--- src/rtl/hbus_pkg.sv ---
package hbus_pkg;

   typedef enum logic [1:0] {
      STYLE_SPLIT = 2'b00,
      STYLE_DSTRB = 2'b01,
      STYLE_RSV2  = 2'b10,
      STYLE_RSV3  = 2'b11
   } bus_style_e;

   // read qualification from raw pins for the chosen style
   function automatic logic style_rd(bus_style_e s, logic rd_n, logic rnw, logic ds_n);
      case (s)
         STYLE_SPLIT: style_rd = ~rd_n;
         STYLE_DSTRB: style_rd = ~ds_n & rnw;
         default:     style_rd = 1'b0;
      endcase
   endfunction

   // write qualification from raw pins for the chosen style
   function automatic logic style_wr(bus_style_e s, logic wr_n, logic rnw, logic ds_n);
      case (s)
         STYLE_SPLIT: style_wr = ~wr_n;
         STYLE_DSTRB: style_wr = ~ds_n & ~rnw;
         default:     style_wr = 1'b0;
      endcase
   endfunction

endpackage

--- src/rtl/hbus_sync.sv ---
module hbus_sync #(
   parameter int W      = 1,
   parameter int STAGES = 2
) (
   input  logic         clk,
   input  logic         rst_n,
   input  logic [W-1:0] d,
   output logic [W-1:0] q
);

   if (STAGES < 2) begin : g_bad_stages
      $error("hbus_sync: STAGES must be at least 2");
   end
   if (W < 1) begin : g_bad_width
      $error("hbus_sync: W must be positive");
   end

   logic [STAGES-1:0][W-1:0] chain;

   always_ff @(posedge clk or negedge rst_n) begin
      if (!rst_n) begin
         chain <= '0;
      end else begin
         chain[0] <= d;
         for (int i = 1; i < STAGES; i++) begin
            chain[i] <= chain[i-1];
         end
      end
   end

   assign q = chain[STAGES-1];

endmodule

--- src/rtl/hbus_irq.sv ---
module hbus_irq #(
   parameter int N_SRC = 8,
   parameter int DW    = 8
) (
   input  logic             clk,
   input  logic             rst_n,
   input  logic [N_SRC-1:0] src,
   input  logic             mask_we,
   input  logic             clr_we,
   input  logic [DW-1:0]    wdata,
   output logic [N_SRC-1:0] mask,
   output logic [N_SRC-1:0] status,
   output logic             irq_oe
);

   if (N_SRC > DW || N_SRC < 1) begin : g_bad_nsrc
      $error("hbus_irq: N_SRC must be 1..DW");
   end

   always_ff @(posedge clk or negedge rst_n) begin
      if (!rst_n)       mask <= '0;
      else if (mask_we) mask <= wdata[N_SRC-1:0];
   end

   for (genvar i = 0; i < N_SRC; i++) begin : g_bit
      always_ff @(posedge clk or negedge rst_n) begin
         if (!rst_n)                     status[i] <= 1'b0;
         else if (src[i])                status[i] <= 1'b1;
         else if (clr_we && wdata[i])    status[i] <= 1'b0;
      end


      sticky_set_chk: assert property (@(posedge clk) disable iff (!rst_n)
         src[i] |=> status[i]);


      w1c_clear_chk: assert property (@(posedge clk) disable iff (!rst_n)
         (clr_we && wdata[i] && !src[i]) |=> !status[i]);
   end

   assign irq_oe = |(status & mask);

endmodule

--- src/rtl/hbus_dual_slave.sv ---
module hbus_dual_slave
   import hbus_pkg::*;
#(
   parameter int AW          = 10,
   parameter int DW          = 8,
   parameter int N_IRQ       = 8,
   parameter int SYNC_STAGES = 2,
   parameter int MASK_OFS    = 1022,
   parameter int STAT_OFS    = 1023
) (
   input  logic             clk,
   input  logic             rst_n,
   input  logic [1:0]       bus_style,
   input  logic [AW-1:0]    addr,
   input  logic [DW-1:0]    data_in,
   output logic [DW-1:0]    data_out,
   output logic             data_oe,
   input  logic             sel0_n,
   input  logic             sel1_n,
   input  logic             rd_n,
   input  logic             wr_n,
   input  logic             rnw,
   input  logic             ds_n,
   output logic             reg_we0,
   output logic             reg_we1,
   output logic [AW-1:0]    reg_waddr,
   output logic [DW-1:0]    reg_wdata,
   input  logic [DW-1:0]    reg_rdata0,
   input  logic [DW-1:0]    reg_rdata1,
   input  logic [N_IRQ-1:0] irq_src,
   output logic             irq_oe
);

   localparam int            SW     = 2 + AW + DW;
   localparam logic [AW-1:0] MASK_A = AW'(MASK_OFS);
   localparam logic [AW-1:0] STAT_A = AW'(STAT_OFS);

   if (MASK_OFS == STAT_OFS) begin : g_bad_ofs
      $error("hbus_dual_slave: mask and status offsets collide");
   end
   if (MASK_OFS >= (1 << AW) || STAT_OFS >= (1 << AW)) begin : g_bad_range
      $error("hbus_dual_slave: interrupt offsets outside address space");
   end

   // ---------------- raw pin qualification ----------------
   bus_style_e style;
   logic       sel0, sel1, one_sel, rd_q, wr_q;

   assign style   = bus_style_e'(bus_style);
   assign sel0    = ~sel0_n;
   assign sel1    = ~sel1_n;
   assign one_sel = sel0 ^ sel1;
   assign rd_q    = one_sel & style_rd(style, rd_n, rnw, ds_n);
   assign wr_q    = one_sel & style_wr(style, wr_n, rnw, ds_n);

   // ---------------- read path (combinational) ----------------
   logic [N_IRQ-1:0] irq_mask, irq_stat;

   always_comb begin
      if (sel1)                data_out = reg_rdata1;
      else if (addr == MASK_A) data_out = DW'(irq_mask);
      else if (addr == STAT_A) data_out = DW'(irq_stat);
      else                     data_out = reg_rdata0;
   end
   assign data_oe = rd_q;

   // ---------------- write path: synchronise, capture, commit ----------------
   logic [SW-1:0] s_bus;
   logic          s_act, s_sp;
   logic [AW-1:0] s_addr;
   logic [DW-1:0] s_data;

   hbus_sync #(.W(SW), .STAGES(SYNC_STAGES)) u_sync (
      .clk   (clk),
      .rst_n (rst_n),
      .d     ({wr_q, sel1, addr, data_in}),
      .q     (s_bus)
   );
   assign {s_act, s_sp, s_addr, s_data} = s_bus;

   logic          act_q, cap_sp;
   logic [AW-1:0] cap_addr;
   logic [DW-1:0] cap_data;

   always_ff @(posedge clk or negedge rst_n) begin
      if (!rst_n) begin
         act_q    <= 1'b0;
         cap_sp   <= 1'b0;
         cap_addr <= '0;
         cap_data <= '0;
      end else begin
         act_q <= s_act;
         if (s_act) begin
            cap_sp   <= s_sp;
            cap_addr <= s_addr;
            cap_data <= s_data;
         end
      end
   end

   logic commit, hit_mask, hit_stat;
   assign commit   = act_q & ~s_act;
   assign hit_mask = cap_addr == MASK_A;
   assign hit_stat = cap_addr == STAT_A;

   assign reg_we0   = commit & ~cap_sp & ~(hit_mask | hit_stat);
   assign reg_we1   = commit & cap_sp;
   assign reg_waddr = cap_addr;
   assign reg_wdata = cap_data;

   // ---------------- interrupt collection ----------------
   hbus_irq #(.N_SRC(N_IRQ), .DW(DW)) u_irq (
      .clk     (clk),
      .rst_n   (rst_n),
      .src     (irq_src),
      .mask_we (commit & ~cap_sp & hit_mask),
      .clr_we  (commit & ~cap_sp & hit_stat),
      .wdata   (cap_data),
      .mask    (irq_mask),
      .status  (irq_stat),
      .irq_oe  (irq_oe)
   );


   one_space_chk: assert property (@(posedge clk) disable iff (!rst_n)
      !(reg_we0 && reg_we1));


   single_pulse0_chk: assert property (@(posedge clk) disable iff (!rst_n)
      reg_we0 |=> !reg_we0);


   single_pulse1_chk: assert property (@(posedge clk) disable iff (!rst_n)
      reg_we1 |=> !reg_we1);


   rsv_no_drive_chk: assert property (@(posedge clk) disable iff (!rst_n)
      data_oe |-> !bus_style[1]);

endmodule

--- config.mk ---
export PLATFORM = sky130hd
export DESIGN_NAME = hbus_dual_slave
export DESIGN_NICKNAME = d
export VERILOG_FILES = /design/src/rtl/hbus_pkg.sv /design/src/rtl/hbus_sync.sv /design/src/rtl/hbus_irq.sv /design/src/rtl/hbus_dual_slave.sv
export SDC_FILE = /design/constraint.sdc
export NUM_CORES = 1
export LEC_CHECK = 0
export ABC_AREA = 1
export BUFFER_PORTS_ARGS = -buffer_cell sky130_fd_sc_hd__buf_2
export CAP_MARGIN = 20
export CORE_MARGIN = 5
export CORE_UTILIZATION = 45
export DETAILED_ROUTE_END_ITERATION = 8
export GPL_ROUTABILITY_DRIVEN = 0
export PLACE_DENSITY = 0.7
export SLEW_MARGIN = 25
export SYNTH_ARGS = -nofsm -noshare
export SYNTH_HDL_FRONTEND = slang
export SYNTH_HIERARCHICAL = 1
export SYNTH_SLANG_ARGS = --single-unit
--- constraint.sdc ---
create_clock -name clk -period 2 [get_ports clk]
set_input_delay 0.1 -clock clk [delete_from_list [all_inputs] [get_ports clk]]
set_output_delay 0.1 -clock clk [all_outputs]
set_load 0.03 [all_outputs]
After elaboration in Yosys (flattened, before gate mapping)
Cells that the tools add are included.
{"block": "classes", "eq_ne": 5, "n_mux": 21, "bitwise_logic": 22, "reduce_logical": 18}
{"op": "$eq A10 B10 Y1 const B", "count": 4}
{"op": "$mux W8", "count": 3}
{"op": "$mux W1", "count": 16}
{"op": "$reduce_bool A2 Y1", "count": 8}
{"op": "$and A1 B1 Y1", "count": 10}
{"op": "$not A1 Y1", "count": 9}
{"op": "$and A8 B8 Y8", "count": 1}
{"op": "$logic_and A1 B1 Y1", "count": 8}
{"op": "$reduce_or A8 Y1", "count": 1}
{"op": "$pmux W1 S2", "count": 2}
{"op": "$eq A2 B1 Y1 const B", "count": 1}
{"op": "$logic_not A2 Y1", "count": 1}
{"op": "$or A1 B1 Y1", "count": 1}
{"op": "$xor A1 B1 Y1", "count": 1}
{"block": "totals", "register_bits": 76, "input_bits": 52, "elab_cells": 81}

Logic depth before layout (Yosys ltp)
Gate-level depths: netlist (run 1).
{"block": "logic_depth", "depth_word": 7, "mapped_depth": 8, "mapped_depth_nobuf": 7}

Modules after synthesis
The synthesis (run 1) kept the hierarchy.
{"mod": "hbus_dual_slave", "instances": 1, "cells_each": 183, "area_per_inst_um2": 1227.4, "seq_area_each_um2": 500.5}
{"mod": "hbus_sync", "instances": 1, "cells_each": 60, "area_per_inst_um2": 1151.1, "seq_area_each_um2": 1001.0}
{"mod": "hbus_irq", "instances": 1, "cells_each": 73, "area_per_inst_um2": 663.1, "seq_area_each_um2": 400.4}

Worst setup path before layout (run 1)
Ideal clock, no wire load.
{"block": "synth_timing", "path_kind": "reg2reg", "startpoint": "register u_sync.chain, in the netlist u_sync/q[19]", "endpoint": "register u_irq.mask[5]", "setup_ps": 126, "arrival_ps": 1602, "t_required_ps": 1874, "path_slack_ps": 272, "stages_incl_launch_ff": 8, "cell_sequence": "dfrtp_1 -> buf_4 -> clkbuf_1 -> nor3_1 -> inv_1 -> nor3_1 -> buf_6 -> o21ai_0"}
{"block": "synth_between", "elab_chain_len": 4}
{"element": "from (decl)", "line_no": "hbus_sync.sv:18", "source": "logic [STAGES-1:0][W-1:0] chain;"}
{"element": "from (signal, indexed assignment)", "line_no": "hbus_sync.sv:26", "source": "chain[i] <= chain[i-1];"}
{"element": "$not A1 Y1", "line_no": "hbus_dual_slave.sv:102", "source": "assign commit = act_q & ~s_act;"}
{"element": "$and A1 B1 Y1", "line_no": "hbus_dual_slave.sv:102"}
{"element": "$and A1 B1 Y1 (2 in a row)", "line_no": "hbus_dual_slave.sv:116", "source": ".mask_we (commit & ~cap_sp & hit_mask),"}
{"element": "to (signal assigned)", "line_no": "hbus_irq.sv:22", "source": "else if (mask_we) mask <= wdata[N_SRC-1:0];"}
{"element": "to (decl)", "line_no": "hbus_irq.sv:11", "source": "output logic [N_SRC-1:0] mask,"}
Every way passes these cells.
A chain may end at the register's enable or synchronous reset.

Final worst setup path (run 1)
{"block": "layout_timing", "startpoint": "input port addr[3]", "endpoint": "output port data_out[7]"}
{"block": "layout_between", "elab_chain_len": 4}
{"element": "from (decl)", "line_no": "hbus_dual_slave.sv:14", "source": "input logic [AW-1:0] addr,"}
{"element": "$eq A10 B10 Y1", "line_no": "hbus_dual_slave.sv:62", "source": "else if (addr == STAT_A) data_out = DW'(irq_stat);"}
{"element": "$mux W8", "line_no": "hbus_dual_slave.sv:62"}
{"element": "$mux W8 *", "line_no": "hbus_dual_slave.sv:61", "source": "else if (addr == MASK_A) data_out = DW'(irq_mask);"}
{"element": "$mux W8 *", "line_no": "hbus_dual_slave.sv:60", "source": "if (sel1) data_out = reg_rdata1;"}
{"element": "to (decl)", "line_no": "hbus_dual_slave.sv:16", "source": "output logic [DW-1:0] data_out,"}
Mark *: on every way between the ends. The rest lies on a longest branch, timed or not.

==> qor.yml, run 1 <==
status: "complete, no violations"
cts_tree: "done"
crit_type: "in2out"
area_growth_pct: 30.03
synth_fp_nets: 368
synth_warnings: 6
seqCellArea_um2: 1902
cp.required_ns: 1.90
fin_cells: 503
worstSetupStartpointType: "primary input"
setup_ws_ns: 0.09200
fin_area_um2: 3955
htree_levels: 3
ys_types: 21
wl_um: 6381
synth_cells: 316
die_y_um: 92.22
synth_seq_cells: 76
cts_buffer_depth: 2
powerDensity_nw_per_um2: 922.1
cts_buffers: 9
hold_viol: 0
clock-root-buffer: "clkbuf_8"
dp_cells: 453
cts.clk_slew.worst_paths_ns: 0.07
initial_core_util: 0.4552
fillers: 580
drt-wirelength-per-cell_um: 12.69
p_total_mw: 3.647
max_stage_delay_ns: 0.52
drv_slew: 0
placed_area_um2: 3382
fin_worst_skew_ns: 0.01039
critPathSlowestCell: "dlygate4sd3_1"
yosysSeqAreaShare: 0.6253
path_max_fanout: 5
clkLatencyLatePin_ns: 0.34
arrival_ns: 1.81
routed-wl-met2_um: 3353
timing.fmax_ghz: 0.5241
vias: 2333
avgViaCountPerCell: 4.638
postLayoutCoreUtil: 0.5919
cap_violations: 0
antenna_found_initial: 0
num_rows: 30
portBuffers: 81
min_period_ns: 1.908
ir_worst_vdd_mv: 0.4918
drc_errors: 0
synthesis.area_um2: 3042
power.leakage_nw: 1.987
worst_pin_slew_ns: 0.8909
hold_ws_ns: 0.02580
drt_iter0_drc: 137
drtPass1Iterations: 4
cts_sinks: 76
layout.nets: 470
met3_wirelength_um: 434
multi_input_area_um2: 884.6
drive_above_1_share: 0.2742
hpwlAfterDp_um: 4502
die_width_um: 92.22
overflow: 0
grt_pass1_wl_um: 10650
endpoint_kind: "output port"
dieArea_um2: 8504
tns_ns: 0
final-setup-viol-count: 0
grt_max_degree: 77
fin_crit_sh: 0.9540
pin_count: 82
synth_area_per_cell_um2: 9.626
crit_top_cell: "nand2_1"
crit_chain: "dlygate4sd3_1 > buf_2 > nand2_1 > nor2_4 > buf_4 > nand4_1 > nand3_1 > nand2_1 > nand2_1 > buf_2"
coreArea_um2: 6681
n_antenna_cell: 0
post-place-ws_ns: 0.4152
top_layer: "met4"
grtUsageTotal: 0.1627
grt_pass1_vias: 2361
drt-met1-wl_um: 2521
slew_headroom: 0.4061
min_path_type: "in2reg"
ant_nets: 0
## critical path: cells and delay by family
| kind | cells | cell delay [ns] |
|---|---|---|
| buf+inv | 4 | 0.99 |
| simple gates | 6 | 0.73 |
## routing by layer
layer,vias to the layer above,global-route usage
met5,-,0
met4,0,0.05941
li1,1179,-
met2,65,0.2822
met3,13,0.05906
met1,1076,0.1832
## cell usage in the layout, fill, tap and decap left out, drive strengths merged
cell           n
nand2        113
buf           90
dfrtp         76
dlygate4sd3   27
nor2          24
inv           22
o21ai         14
nand3         12
clkbuf        10
nand4          9
a21o           8
nor3           5
clkinv         4
nand3b         3
a21oi          2
bufinv         2
xnor2          1
clkinvlp       1
## sequential cells by signal, summed over array words and instances (netlist names)
| signal | cells |
|---|---|
| cap_sp | 1 |
| u_irq/mask | 8 |
| u_sync/q | 20 |
| u_sync/chain | 20 |
| act_q | 1 |
| reg_wdata | 8 |
| u_irq/status | 8 |
| reg_waddr | 10 |
## worst paths after layout
kind,endpoint,cells after the start,slack [ns],start
setup / recovery,data_out[7],10,0.09,addr[3]
hold / removal,u_sync/chain[19],3,0.03,wr_n
setup reg to reg,u_irq/status[1],7,0.42,reg_waddr[3]
hold reg to reg,u_sync/q[11],0,0.35,u_sync/chain[11]
max in group asynchronous,cap_sp,2,1.00,rst_n
min in group asynchronous,u_sync/chain[13],2,0.43,rst_n
## cells by family after synthesis
| logic type | after synthesis | share of synthesized area |
|---|---|---|
| compound gates | 24 | 0.04607 |
| flops | 76 | 0.6253 |
| simple gates | 164 | 0.2324 |
| buf+inv | 51 | 0.09338 |
| xor+xnor | 1 | 0.002880 |
## synthesized netlist by cell type (all sizes together)
library cell	number	area, µm²
a21o	8	60.06
a21oi	2	10.01
buf	24	182.7
clkbuf	4	15.01
clkinv	2	7.510
dfrtp	76	1902
inv	21	78.83
nand2	113	424.2
nand3	11	72.57
nand3b	3	22.52
nand4	9	56.30
nor2	23	106.4
nor3	5	25.02
o21ai	14	70.07
xnor2	1	8.760
## final cells by class
| type | instances | share of cell area |
|---|---|---|
| inverter | 23 | 0.02183 |
| multi-input combinational | 191 | 0.2237 |
| clock buffer | 10 | 0.03480 |
| timing repair buffer | 117 | 0.1917 |
| sequential | 76 | 0.4809 |
| tap | 80 | 0.02531 |
| clock inverter | 6 | 0.02183 |
## where the power goes
| group | leakage (nW) | internal (mW) | switching, mW |
|---|---|---|---|
| Combinational | 0.971 | 0.206 | 0.418 |
| Clock | 0.113 | 0.736 | 0.525 |
| Sequential | 0.903 | 1.67 | 0.0887 |
| Total | 1.99 | 2.62 | 1.03 |
## timing repair
action | CTS | global route
buffers inserted | 0 | 5
setup endpoints to repair | 0 | 8
gates resized for setup | 0 | 3
hold buffers | 27 | 0
hold endpoints to repair | 102 | 0
Power figures use the tool's default switching activity.
==> run 2: changes to the inputs <==
--- a/config.mk
+++ b/config.mk
@@ -9,10 +9,9 @@
 export BUFFER_PORTS_ARGS = -buffer_cell sky130_fd_sc_hd__buf_2
 export CAP_MARGIN = 20
 export CORE_MARGIN = 5
-export CORE_UTILIZATION = 45
+export CORE_UTILIZATION = 40
 export DETAILED_ROUTE_END_ITERATION = 8
 export GPL_ROUTABILITY_DRIVEN = 0
-export PLACE_DENSITY = 0.7
 export SLEW_MARGIN = 25
 export SYNTH_ARGS = -nofsm -noshare
 export SYNTH_HDL_FRONTEND = slang
==> qor.yml, run 2 (synthesis results as in run 1) <==
status: "complete, no violations"
drv_slew: 0
drt-wirelength-per-cell_um: 12.97
min_path_type: "in2reg"
arrival_ns: 1.77
drive_above_1_share: 0.2695
cts_sinks: 76
worstSetupStartpointType: "primary input"
die_width_um: 97.20
worst_pin_slew_ns: 0.5562
grt_pass1_wl_um: 11670
final_common_cell: "nand2_1"
grtUsageTotal: 0.1537
slew_headroom: 0.6292
antenna_found_initial: 0
num_rows: 31
clkLatencyLatePin_ns: 0.34
crit_top_cell: "nor2_1"
fin_worst_skew_ns: 0.01373
postLayoutCoreUtil: 0.5395
critical_path_buf_inv_count: 3
fin_crit_sh: 0.9329
critPathSlowestCell: "dlygate4sd3_1"
reg2reg_depth: 7
avgViaCountPerCell: 4.433
cp-endpoint: "data_out[3]"
cts_tree: "done"
regToRegSetupSlack_ns: 0.39
max_stage_delay_ns: 0.53
ant_nets: 0
path_max_fanout: 8
hpwlAfterDp_um: 4855
r2r_end: "u_irq/status[0]"
vias: 2314
drc_errors: 0
grt_max_degree: 44
cts_buffer_depth: 2
drtPass1Iterations: 4
htree_levels: 3
crit_path_start: "addr[0]"
powerDensity_nw_per_um2: 885.3
overflow: 0
area_growth_pct: 30.03
placed_area_um2: 3433
n_antenna_cell: 0
die_y_um: 97.20
coreArea_um2: 7331
path_delay_family: "buffers and inverters"
grt_pass1_vias: 2381
final-setup-viol-count: 0
clock-root-buffer: "clkbuf_8"
crit_chain: "dlygate4sd3_1 > buf_2 > nor2_1 > nand3_2 > nor2_1 > nor2_1 > nand2_1 > nand2_1 > buf_2"
pin_count: 82
crit_type: "in2out"
reg2reg_from: "reg_waddr[3]"
drt_iter0_drc: 80
initial_core_util: 0.4149
portBuffers: 81
seqCellArea_um2: 1902
fillers: 675
fin_area_um2: 3955
cts.clk_slew.worst_paths_ns: 0.08
multi_input_area_um2: 873.3
cp.required_ns: 1.90
layout.nets: 470
wl_um: 6771
cap_violations: 0
power.leakage_nw: 1.985
path_depth: 9
endpoint_kind: "output port"
hold_viol: 0
dieArea_um2: 9448
min_period_ns: 1.866
final_cell_mix: "nand2_1, buf_2, dfrtp_1"
ir_worst_vdd_mv: 0.5298
cts_buffers: 9
timing.fmax_ghz: 0.5360
[run 2: cell count changes in the layout (fill, tap and decap cells not counted), sizes merged]
cell and change:
clkinvlp -1, inv +2, clkbuf +1, buf +1
nor2 -1, bufinv -2
[run 2: report_power, final]
group | total, mW | switching [mW] | internal [mW] | leakage [nW]
clock network | 1.11 | 0.578 | 0.532 | 0.101
logic | 0.631 | 0.421 | 0.210 | 0.981
registers | 1.76 | 0.0878 | 1.67 | 0.903
total | 3.50 | 1.09 | 2.41 | 1.98
[run 2: routing by layer]
layer  up-vias  global-route usage  wire, µm
li1       1174                   -         -
met1      1079              0.2009      3070
met2        53              0.2468      3274
met3         8             0.04451       351
met4         0             0.04860        74
met5         -                   0         0
[run 2: how the worst min path moves through the flow]
stage                     start                to  slack (ns)  cells past startpoint
after detailed placement  rst_n  u_sync/chain[13]        0.13                      1
after global routing       wr_n  u_sync/chain[19]        0.01                      3
final                      wr_n  u_sync/chain[19]        0.03                      3
after global placement    rst_n  u_sync/chain[15]        0.13                      1
after CTS                   rnw  u_sync/chain[19]        0.01                      3
after floorplan           rst_n             act_q       -0.20                      0
[run 2: worst register-to-register path: stages, from the launching register on]
cell and delay (ns):
dfrtp_1 0.36, inv_1 0.06, nor3_1 0.28, nand4_1 0.21, nor3_1 0.18, buf_4 0.19
nand2_1 0.06, a21o_1 0.16
[run 2: final cells by class]
cell class,count,share of cell area
clock buffer,11,0.03828
clock inverter,5,0.01012
inverter,23,0.02183
multi-input combinational,190,0.2208
sequential,76,0.4809
tap,99,0.03132
timing repair buffer,118,0.1968
[run 2: metrics by stage]
step	setup slack [ns]	power, mW	hold WS, ns	cells	setup TNS, ns
after detailed placement	0.3737	2.388	0.1317	474	0
after global routing	-0.001010	3.692	0.01294	522	-0.001950
after floorplan	0.2717	2.157	-0.1956	316	0
final	0.1342	3.501	0.02904	522	0
after CTS	0.07321	3.539	0.01119	517	0
after global placement	0.4373	2.377	0.1326	474	0
[run 2: repair_timing]
| item | in CTS | in global routing |
|---|---|---|
| hold buffers | 27 | 0 |
| endpoints found under the hold margin | 68 | 0 |
| gates resized for setup | 0 | 1 |
| endpoints found under the setup margin | 0 | 8 |
| setup buffers | 0 | 4 |
==> run 3: changes to the inputs <==
--- a/config.mk
+++ b/config.mk
@@ -8,11 +8,14 @@
 export ABC_AREA = 1
 export BUFFER_PORTS_ARGS = -buffer_cell sky130_fd_sc_hd__buf_2
 export CAP_MARGIN = 20
+export CELL_PAD_IN_SITES_DETAIL_PLACEMENT = 1
+export CELL_PAD_IN_SITES_GLOBAL_PLACEMENT = 1
 export CORE_MARGIN = 5
-export CORE_UTILIZATION = 40
+export CORE_UTILIZATION = 39
 export DETAILED_ROUTE_END_ITERATION = 8
 export GPL_ROUTABILITY_DRIVEN = 0
-export SLEW_MARGIN = 25
+export PLACE_DENSITY_LB_ADDON = 0.1
+export SETUP_SLACK_MARGIN = 0.5
 export SYNTH_ARGS = -nofsm -noshare
 export SYNTH_HDL_FRONTEND = slang
 export SYNTH_HIERARCHICAL = 1
==> qor.yml, run 3 (synthesis results as in run 1) <==
fin_crit_sh: 0.7460
vias: 2339
seq_power_share: 0.498
cap_violations: 0
clkLatencyLatePin_ns: 0.35
die_y_um: 98.31
setup_ws_ns: 0.5080
grt_max_degree: 77
cts_buffers: 9
max_stage_delay_ns: 0.37
rsz0062_at_grt: "true"
num_rows: 32
dieArea_um2: 9665
regToRegSetupSlack_ns: 0.51
antenna_found_initial: 0
p_clk_frac: 0.318
ant_nets: 0
arrival_ns: 1.39
path_max_fanout: 3
min_period_ns: 1.492
final_common_cell: "nand2_1"
final_cell_mix: "nand2_1, buf_2, dfrtp_1"
initial_core_util: 0.3977
drv_slew: 0
power.leakage_nw: 2.001
drt_iter0_drc: 55
min_path_type: "in2reg"
cts.clk_slew.worst_paths_ns: 0.08
pin_count: 82
wl_um: 7389
hold_viol: 0
status: "complete, no violations"
grt_pass1_wl_um: 12400
drc_errors: 0
drt-wirelength-per-cell_um: 14.02
cts_sinks: 76
power_frac_comb: 0.183
crit_type: "reg2out"
worstSetupStartpointType: "flop"
endpoint_kind: "output port"
ir_worst_vdd_mv: 0.4832
overflow: 0
fin_worst_skew_ns: 0.01246
htree_levels: 3
hpwlAfterDp_um: 5035
slew_headroom: 0.3931
cts_buffer_depth: 2
avgViaCountPerCell: 4.438
n_antenna_cell: 0
switchingPower_mw: 1.113
die_width_um: 98.31
coreArea_um2: 7647
powerDensity_nw_per_um2: 888.1
drive_above_1_share: 0.3247
crit_chain: "inv_2 > nor3_2 > nand4_1 > nand2_1 > inv_2 > buf_6"
area_growth_pct: 33.15
p_int_mw: 2.484
timing.fmax_ghz: 0.6702
layout.nets: 472
crit_top_cell: "inv_2"
grt_pass1_vias: 2564
final-setup-viol-count: 0
grtUsageTotal: 0.1608
portBuffers: 81
cp.required_ns: 1.90
drtPass1Iterations: 6
p_sw_frac: 0.3094
cts_tree: "done"
clock-root-buffer: "clkbuf_8"
tns_ns: 0
critPathSlowestCell: "dfrtp_2"
post-place-ws_ns: 0.4363
worst_pin_slew_ns: 0.9104
==> run 3: path summary, 6_finish.rpt <==
check | start | endpoint | cells past startpoint
worst max-delay path | reg_waddr[4] | reg_we0 | 6
worst min-delay path | wr_n | u_sync/chain[19] | 3
worst max register to register | reg_waddr[4] | u_irq/status[2] | 7
worst min register to register | u_sync/chain[3] | u_sync/q[3] | 0
max in group asynchronous | rst_n | u_sync/q[19] | 2
min in group asynchronous | rst_n | u_sync/chain[0] | 2
==> run 3: power by group through the flow <==
| stage | clock [mW] | sequential [mW] | combinational (mW) |
|---|---|---|---|
| floorplan | 0 | 1.97 | 0.202 |
| global placement | 0 | 1.81 | 0.591 |
| detailed placement | 0 | 1.81 | 0.599 |
| CTS | 1.17 | 1.79 | 0.652 |
| global route | 1.26 | 1.81 | 0.723 |
| finish | 1.15 | 1.79 | 0.659 |
==> run 3: layer usage <==
layer | global-route usage | routed length (µm)
met4 | 0.05042 | 59
met2 | 0.2642 | 3669
met1 | 0.2051 | 3272
met5 | 0 | 0
met3 | 0.04714 | 388
==> run 3: through the flow <==
| step | hold WS, ns | cells | power (mW) | cell area, µm² | utilization |
|---|---|---|---|---|---|
| global route | 0.02709 | 527 | 3.794 | 4050 | 0.5296 |
| floorplan | -0.1956 | 316 | 2.176 | 3073 | - |
| finish | 0.03627 | 527 | 3.597 | 4050 | 0.5296 |
| global placement | 0.2073 | 474 | 2.400 | 3432 | 0.4488 |
| CTS | 0.03114 | 521 | 3.608 | 3979 | 0.5203 |
| detailed placement | 0.2097 | 474 | 2.414 | 3432 | 0.4488 |
==> run 3: layout make-up <==
class                           count  area (µm²)
Fill cell                         896        3597
Sequential cell                    76        1912
Multi-Input combinational cell    189       897.1
Timing Repair Buffer              121       834.6
Clock buffer                       10       127.6
Tap cell                          102       127.6
Inverter                           23       86.33
Clock inverter                      6       65.06
==> run 3: timing repair <==
action                                  4_1_cts  5_1_grt
pin swaps                                     1        6
gates cloned                                  1        0
gates resized for setup                       5       12
endpoints found under the setup margin       18       26
setup buffers                                 3        6
hold buffers                                 27        0
endpoints found under the hold margin       102        0
==> run 3: critical path: cells and delay by family, from the launching register on <==
family                 cells  cell delay [ns]
buffers and inverters      3             0.21
and+or+nand+nor            3             0.47
DFF                        1             0.37
